==> src/rtl/sramw_pkg.sv <==
package sramw_pkg;
  typedef enum logic [2:0] {
    ST_IDLE,
    ST_SETUP,
    ST_T1,
    ST_WAIT,
    ST_T2,
    ST_HOLD
  } busState_t;

  typedef struct packed {
    logic accept;
    logic loadWait;
    logic loadHold;
    logic countDown;
    logic capture;
  } dpCtl_t;
endpackage

==> src/rtl/sramw_dp.sv <==
module sramw_dp
  import sramw_pkg::*;
#(
  parameter int AW = 26,
  parameter int DW = 32,
  parameter int WAIT_W = 4,
  parameter int HOLD_W = 2
) (
  input  logic              clk,
  input  logic              rstN,
  input  dpCtl_t            ctl,
  input  logic              reqWrite,
  input  logic [AW-1:0]     reqAddr,
  input  logic [DW-1:0]     reqWdata,
  input  logic [WAIT_W-1:0] cfgAccWait,
  input  logic [HOLD_W-1:0] cfgHold,
  input  logic              cfgRdHold,
  input  logic              cfgByteCtl,
  input  logic [DW-1:0]     busDin,
  output logic [AW-1:0]     addrQ,
  output logic [DW-1:0]     wdataQ,
  output logic              isWrite,
  output logic              rdHoldEff,
  output logic              waitZero,
  output logic              holdZero,
  output logic              cntLast,
  output logic              firstHold,
  output logic [DW-1:0]     rdataQ
);
  localparam int CNT_W = (WAIT_W > HOLD_W) ? WAIT_W : HOLD_W;

  logic [WAIT_W-1:0] waitQ;
  logic [HOLD_W-1:0] holdQ;
  logic [CNT_W-1:0]  cnt;

  // Request and configuration capture at acceptance
  always_ff @(posedge clk) begin
    if (!rstN) begin
      addrQ     <= '0;
      wdataQ    <= '0;
      isWrite   <= 1'b0;
      rdHoldEff <= 1'b0;
      waitQ     <= '0;
      holdQ     <= '0;
    end else if (ctl.accept) begin
      addrQ     <= reqAddr;
      wdataQ    <= reqWdata;
      isWrite   <= reqWrite;
      rdHoldEff <= cfgRdHold & ~cfgByteCtl;
      waitQ     <= cfgAccWait;
      holdQ     <= cfgHold;
    end
  end

  // Shared phase counter for access waits and hold cycles
  always_ff @(posedge clk) begin
    if (!rstN) begin
      cnt <= '0;
    end else if (ctl.loadWait) begin
      cnt <= CNT_W'(waitQ);
    end else if (ctl.loadHold) begin
      cnt <= CNT_W'(holdQ);
    end else if (ctl.countDown) begin
      cnt <= cnt - CNT_W'(1);
    end
  end

  // Read data capture at the end of T2
  always_ff @(posedge clk) begin
    if (!rstN) begin
      rdataQ <= '0;
    end else if (ctl.capture) begin
      rdataQ <= busDin;
    end
  end

  assign waitZero  = (waitQ == '0);
  assign holdZero  = (holdQ == '0);
  assign cntLast   = (cnt == CNT_W'(1));
  assign firstHold = (cnt == CNT_W'(holdQ));
endmodule

==> src/rtl/sramw_ctrl.sv <==
module sramw_ctrl
  import sramw_pkg::*;
(
  input  logic   clk,
  input  logic   rstN,
  input  logic   reqValid,
  input  logic   cfgSetup,
  input  logic   isWrite,
  input  logic   rdHoldEff,
  input  logic   waitZero,
  input  logic   holdZero,
  input  logic   cntLast,
  input  logic   firstHold,
  output dpCtl_t ctl,
  output logic   reqReady,
  output logic   busCsN,
  output logic   busRdWr,
  output logic   busRdN,
  output logic   busStartN,
  output logic   busDoutEn,
  output logic   rspDone
);
  busState_t state, stateNext;
  logic      doneNext;

  always_comb begin
    stateNext = state;
    ctl       = '0;
    doneNext  = 1'b0;
    unique case (state)
      ST_IDLE: begin
        if (reqValid) begin
          ctl.accept = 1'b1;
          stateNext  = cfgSetup ? ST_SETUP : ST_T1;
        end
      end
      ST_SETUP: stateNext = ST_T1;
      ST_T1: begin
        if (waitZero) begin
          stateNext = ST_T2;
        end else begin
          ctl.loadWait = 1'b1;
          stateNext    = ST_WAIT;
        end
      end
      ST_WAIT: begin
        ctl.countDown = 1'b1;
        if (cntLast) stateNext = ST_T2;
      end
      ST_T2: begin
        ctl.capture = ~isWrite;
        if (holdZero) begin
          doneNext  = 1'b1;
          stateNext = ST_IDLE;
        end else begin
          ctl.loadHold = 1'b1;
          stateNext    = ST_HOLD;
        end
      end
      ST_HOLD: begin
        ctl.countDown = 1'b1;
        if (cntLast) begin
          doneNext  = 1'b1;
          stateNext = ST_IDLE;
        end
      end
      default: stateNext = ST_IDLE;
    endcase
  end

  always_ff @(posedge clk) begin
    if (!rstN) begin
      state   <= ST_IDLE;
      rspDone <= 1'b0;
    end else begin
      state   <= stateNext;
      rspDone <= doneNext;
    end
  end

  logic active, strobePhase, dataPhase;
  assign active      = (state != ST_IDLE);
  assign strobePhase = (state == ST_T1) || (state == ST_WAIT) || (state == ST_T2);
  assign dataPhase   = strobePhase || (state == ST_HOLD);

  assign reqReady  = ~active;
  assign busCsN    = ~active;
  assign busRdWr   = ~(active & isWrite);
  assign busStartN = ~(state == ST_T1);
  assign busDoutEn = dataPhase & isWrite;
  assign busRdN    = ~(~isWrite & (strobePhase |
                       ((state == ST_HOLD) & rdHoldEff & firstHold)));
endmodule

==> src/rtl/sram_wait_ctrl.sv <==
module sram_wait_ctrl
  import sramw_pkg::*;
#(
  parameter int AW = 26,
  parameter int DW = 32,
  parameter int WAIT_W = 4,
  parameter int HOLD_W = 2
) (
  input  logic              clk,
  input  logic              rstN,
  input  logic              reqValid,
  input  logic              reqWrite,
  input  logic [AW-1:0]     reqAddr,
  input  logic [DW-1:0]     reqWdata,
  output logic              reqReady,
  input  logic              cfgSetup,
  input  logic [WAIT_W-1:0] cfgAccWait,
  input  logic [HOLD_W-1:0] cfgHold,
  input  logic              cfgRdHold,
  input  logic              cfgByteCtl,
  output logic [AW-1:0]     busAddr,
  output logic              busCsN,
  output logic              busRdWr,
  output logic              busRdN,
  output logic              busStartN,
  output logic [DW-1:0]     busDout,
  output logic              busDoutEn,
  input  logic [DW-1:0]     busDin,
  output logic              rspDone,
  output logic [DW-1:0]     rspRdata
);
  dpCtl_t ctl;
  logic   isWrite, rdHoldEff, waitZero, holdZero, cntLast, firstHold;

  sramw_ctrl u_ctrl (
    .clk       (clk),
    .rstN      (rstN),
    .reqValid  (reqValid),
    .cfgSetup  (cfgSetup),
    .isWrite   (isWrite),
    .rdHoldEff (rdHoldEff),
    .waitZero  (waitZero),
    .holdZero  (holdZero),
    .cntLast   (cntLast),
    .firstHold (firstHold),
    .ctl       (ctl),
    .reqReady  (reqReady),
    .busCsN    (busCsN),
    .busRdWr   (busRdWr),
    .busRdN    (busRdN),
    .busStartN (busStartN),
    .busDoutEn (busDoutEn),
    .rspDone   (rspDone)
  );

  sramw_dp #(
    .AW(AW), .DW(DW), .WAIT_W(WAIT_W), .HOLD_W(HOLD_W)
  ) u_dp (
    .clk        (clk),
    .rstN       (rstN),
    .ctl        (ctl),
    .reqWrite   (reqWrite),
    .reqAddr    (reqAddr),
    .reqWdata   (reqWdata),
    .cfgAccWait (cfgAccWait),
    .cfgHold    (cfgHold),
    .cfgRdHold  (cfgRdHold),
    .cfgByteCtl (cfgByteCtl),
    .busDin     (busDin),
    .addrQ      (busAddr),
    .wdataQ     (busDout),
    .isWrite    (isWrite),
    .rdHoldEff  (rdHoldEff),
    .waitZero   (waitZero),
    .holdZero   (holdZero),
    .cntLast    (cntLast),
    .firstHold  (firstHold),
    .rdataQ     (rspRdata)
  );
endmodule

==> config.mk <==
export PLATFORM = sky130hd
export DESIGN_NAME = sram_wait_ctrl
export DESIGN_NICKNAME = d
export VERILOG_FILES = /design/src/rtl/sramw_pkg.sv /design/src/rtl/sramw_dp.sv /design/src/rtl/sramw_ctrl.sv /design/src/rtl/sram_wait_ctrl.sv
export SDC_FILE = /design/constraint.sdc
export NUM_CORES = 1
export LEC_CHECK = 0
export BUFFER_PORTS_ARGS = -buffer_cell sky130_fd_sc_hd__buf_2
export CAP_MARGIN = 30
export CORE_MARGIN = 3
export CORE_UTILIZATION = 42
export CTS_CLUSTER_SIZE = 24
export DETAILED_ROUTE_END_ITERATION = 8
export PLACE_DENSITY = 0.76
export SYNTH_ARGS = -nofsm -noshare
export SYNTH_HDL_FRONTEND = slang
export SYNTH_HIERARCHICAL = 1
export SYNTH_SLANG_ARGS = --single-unit
==> constraint.sdc <==
create_clock -name clk -period 1.6 [get_ports clk]
set_input_delay 0 -clock clk [delete_from_list [all_inputs] [get_ports clk]]
set_output_delay 0 -clock clk [all_outputs]
set_load 0.03 [all_outputs]
==> results.md <==
- Status: finished clean
- Req. time, crit path: 1.60 ns
- DIE WIDTH: 108 µm
- Remaining DRCs: 0
- Area Overhead vs Synth: 56.2%
- Row Count: 36
- Power, Total: roughly 0.0083 W
- Root buf cell: clkbuf_8
- Internal power: 0.00535 W
- Post-synth EDFFs: 0
- Distinct cells, synth: 43
- Avg Cell Area, Syn: 10.8 µm²
- Worst-Margin Slew: 0.458 ns
- DRT antenna net count: 0
- Core area: 0.00995 mm²
- Worst hold margin: 0.0258 ns
- Largest net degree at the start of global routing: 65
- Leak Pwr: 3.06 nW
- Initial antenna violation count: 0
- Total congestion overflow: 0
- WP buf/inv: 1
- Crit Path Max Fanout: 4
- H-Tree Depth: 3
- Final hold vios: 0
- Relative slew margins: 0.690
- I/O Buffers: 199
- DRT iter0 DRCs: 188
- Pwr dens: between 1000 and 1500 mW/mm²
- WHS Endpoint: u_dp/rdHoldEff
- Setup slack, reg-to-reg: 0.04 ns
- Worst hold start: cfgRdHold
- Psw: 0.00292 W
- First-pass GRT wire length: roughly 20,000 µm
- Worst IR drop on VDD: 0.584 mV
- Combinational Power Share: 0.398
- Final min period: approximately 1.6 ns
- R2r worst-path depth: 6
- Initial Utilization: 0.439
- Critical path's largest stage delay: 0.35 ns
- R2R Path End: u_dp/rdataQ[3]
- Post-route setup slack: 0.0103 ns
- Total CTS buffers: 9
- Slowest-stage cell, CP: dfxtp_2
- Vias in the first global route: 4,142
- Final nets: 813
- Drt first pass iters: 4
- Crit path capture type: primary output
- Clk pwr share: 0.206
- Startpoint Class: register
- Critical path type: reg -> out
- Ys Warns: 6
- Die area: 0.0117 mm²
- RSZ-0062 raised after global routing: true
- Crit-path cells: xor2_1 -> nor4_1 -> nand2_1 -> a21oi_2 -> o21bai_1 -> buf_4
- Max-cap violation count: 0
- WHS Path Cells: 4
- Gp weighted congestion: 0.839
- Seq/Total Area, Yosys: 0.486
- Cell area after synthesis: 0.00437 mm²
- Die Y: 108 µm
- Data arrival time of the worst path: 1.59 ns
- Max Slew Vio Count: 0
- Post-synth top flop: dfxtp_1
- CTS clk-pin slew, worst paths: 0.08 ns
- Final Setup Violations: 0
- Ratio of cells with drive above 1 in the final layout: 0.348
- Switching Fraction: 0.354
- Part of the power in registers: 0.396
- Reg2reg start: u_ctrl/state[1]
- Syn_nets: 508
- N_diodes: 0
- Clock Skew: about 0.0092 ns
- Cell count after synthesis: 403
- Routed len/inst: roughly 15 µm
- Total number of vias: roughly 3,900
- TritonCTS clock tree: yes
- IO Count: 200
- CP startpoint: u_dp/holdQ[1]
- Worst skew pair latency: 0.35 ns
- Delay-heaviest family, CP: flip-flops
- Seq cells post-synth: between 100 and 150
- Hold WC Path Type: in -> reg
- Hpwl dp: roughly 7700 µm
- Max Fclk: 0.629 GHz
- WL final: 12,600 µm
- Dpl ws: -0.0250 ns
- Clock sinks: between 100 and 150
- Gr usage total: 0.212
- Post-route clock period utilization: 0.994
- Ys async rst share: 0
- Via density: 4.66
- Buffer levels on the longest clock path: 2
## cells in the mapped netlist (all sizes together), types with 2 or more instances
cell type | n | area share
a211oi | 2 | 0.0034
a21oi | 6 | 0.0069
and2 | 2 | 0.0029
buf | 19 | 0.038
clkbuf | 8 | 0.0072
dfxtp | 106 | 0.49
ha | 2 | 0.0057
inv | 5 | 0.0043
mux2i | 97 | 0.22
nand2 | 9 | 0.0083
nand2b | 4 | 0.0057
nand3 | 4 | 0.0046
nand3b | 2 | 0.0034
nand4 | 2 | 0.0029
nand4b | 2 | 0.0040
nor2 | 6 | 0.0052
nor2b | 99 | 0.14
nor3 | 2 | 0.0034
nor4 | 2 | 0.0029
nor4b | 2 | 0.0054
o21ai | 5 | 0.0057
xor2 | 4 | 0.0080
## flip-flops by register name, indices dropped and copies added, names as in the netlist
register	cells
u_dp/addrQ	26
u_ctrl/state	3
u_dp/waitQ	4
u_dp/rdataQ	32
u_dp/wdataQ	32
u_ctrl/rspDone	1
u_dp/cnt	4
u_dp/isWrite	1
u_dp/rdHoldEff	1
u_dp/holdQ	2
## per-layer routing
metal,vias up,wire length [µm],track usage,part of all wire
met5,-,0,0,0
met4,0,171,0.0748,0.014
met3,15,1010,0.0633,0.080
met2,153,6340,0.377,0.50
met1,1808,5040,0.239,0.40
li1,1962,-,-,-
## power by group through the flow
stage                     registers (W)  clock network, W  logic (W)
after CTS                       0.00326           0.00177    0.00323
after floorplan                 0.00385                 0    0.00169
after detailed placement        0.00331                 0    0.00302
after global placement          0.00330                 0    0.00296
after global routing            0.00332           0.00188    0.00353
final                           0.00327           0.00170    0.00329
## cell usage in the layout (no fill, tap or decap), types with 3 or more instances in the layout
master         synthesis  final
a21oi_1                6      5
buf_12                 0      5
buf_2                  5    198
buf_4                  9     18
clkbuf_1               7      3
clkbuf_8               0      9
dfxtp_1              106    100
dfxtp_2                0      4
dlygate4sd3_1          0     99
inv_1                  5      5
mux2i_1               97     97
nand2_1                8      8
nand2b_1               4      3
nand3_1                4      4
nor2_1                 6      5
nor2b_1               99     99
o21ai_0                3      3
xor2_1                 4      4
## worst min-delay path: cells and delay by family
kind | cells | cell delay (ns)
and+or+nand+nor | 2 | 0.18
buffers and inverters | 1 | 0.10
AOI/OAI and AO/OA | 1 | 0.05
## repair_timing
item	4_1_cts	5_1_grt
setup buffers	1	2
resized for setup	5	7
gates cloned	0	1
hold endpoints to repair	99	0
endpoints found under the setup margin	2	30
pin swaps	3	3
hold buffers	99	0
## area by class of cell
cell class              count  area, µm²
fillers                   747       3130
clock inverters             3       65.1
repair buffers            321       2240
inverters                   5       18.8
multi-input cells         265       2060
well taps                 133        166
clock buffers              12        135
flip-flops and latches    106       2130
## logic make-up after synthesis
logic type,count (synthesis),share of synthesized area
xor gates and xnor gates,4,0.00802
AOI/OAI and AO/OA,22,0.0326
adders and majority gates,2,0.00572
DFF,106,0.486
muxes,97,0.222
buffers and inverters,32,0.0490
and+or+nand+nor,140,0.197
## stage by stage
step	area, µm²	utilization	instances	TNS (ns)
5_1_grt	6830	0.686	845	-0.293
6_report	6830	0.686	845	0
3_5_place_dp	5560	0.558	727	-0.0250
4_1_cts	6770	0.680	842	-0.0286
2_1_floorplan	4390	-	403	-5.87
3_3_place_gp	5560	0.558	727	0
## worst max-delay path by stage
stage	to	slack, ns	cells after the start
floorplan	u_dp/wdataQ[10]	-0.15	8
global placement	u_dp/cnt[3]	0.11	5
detailed placement	u_dp/cnt[3]	-0.03	5
CTS	busRdN	-0.03	6
global route	busRdN	-0.13	6
finish	busRdN	0.01	6
No activity file was read; power rests on OpenSTA's default activity.
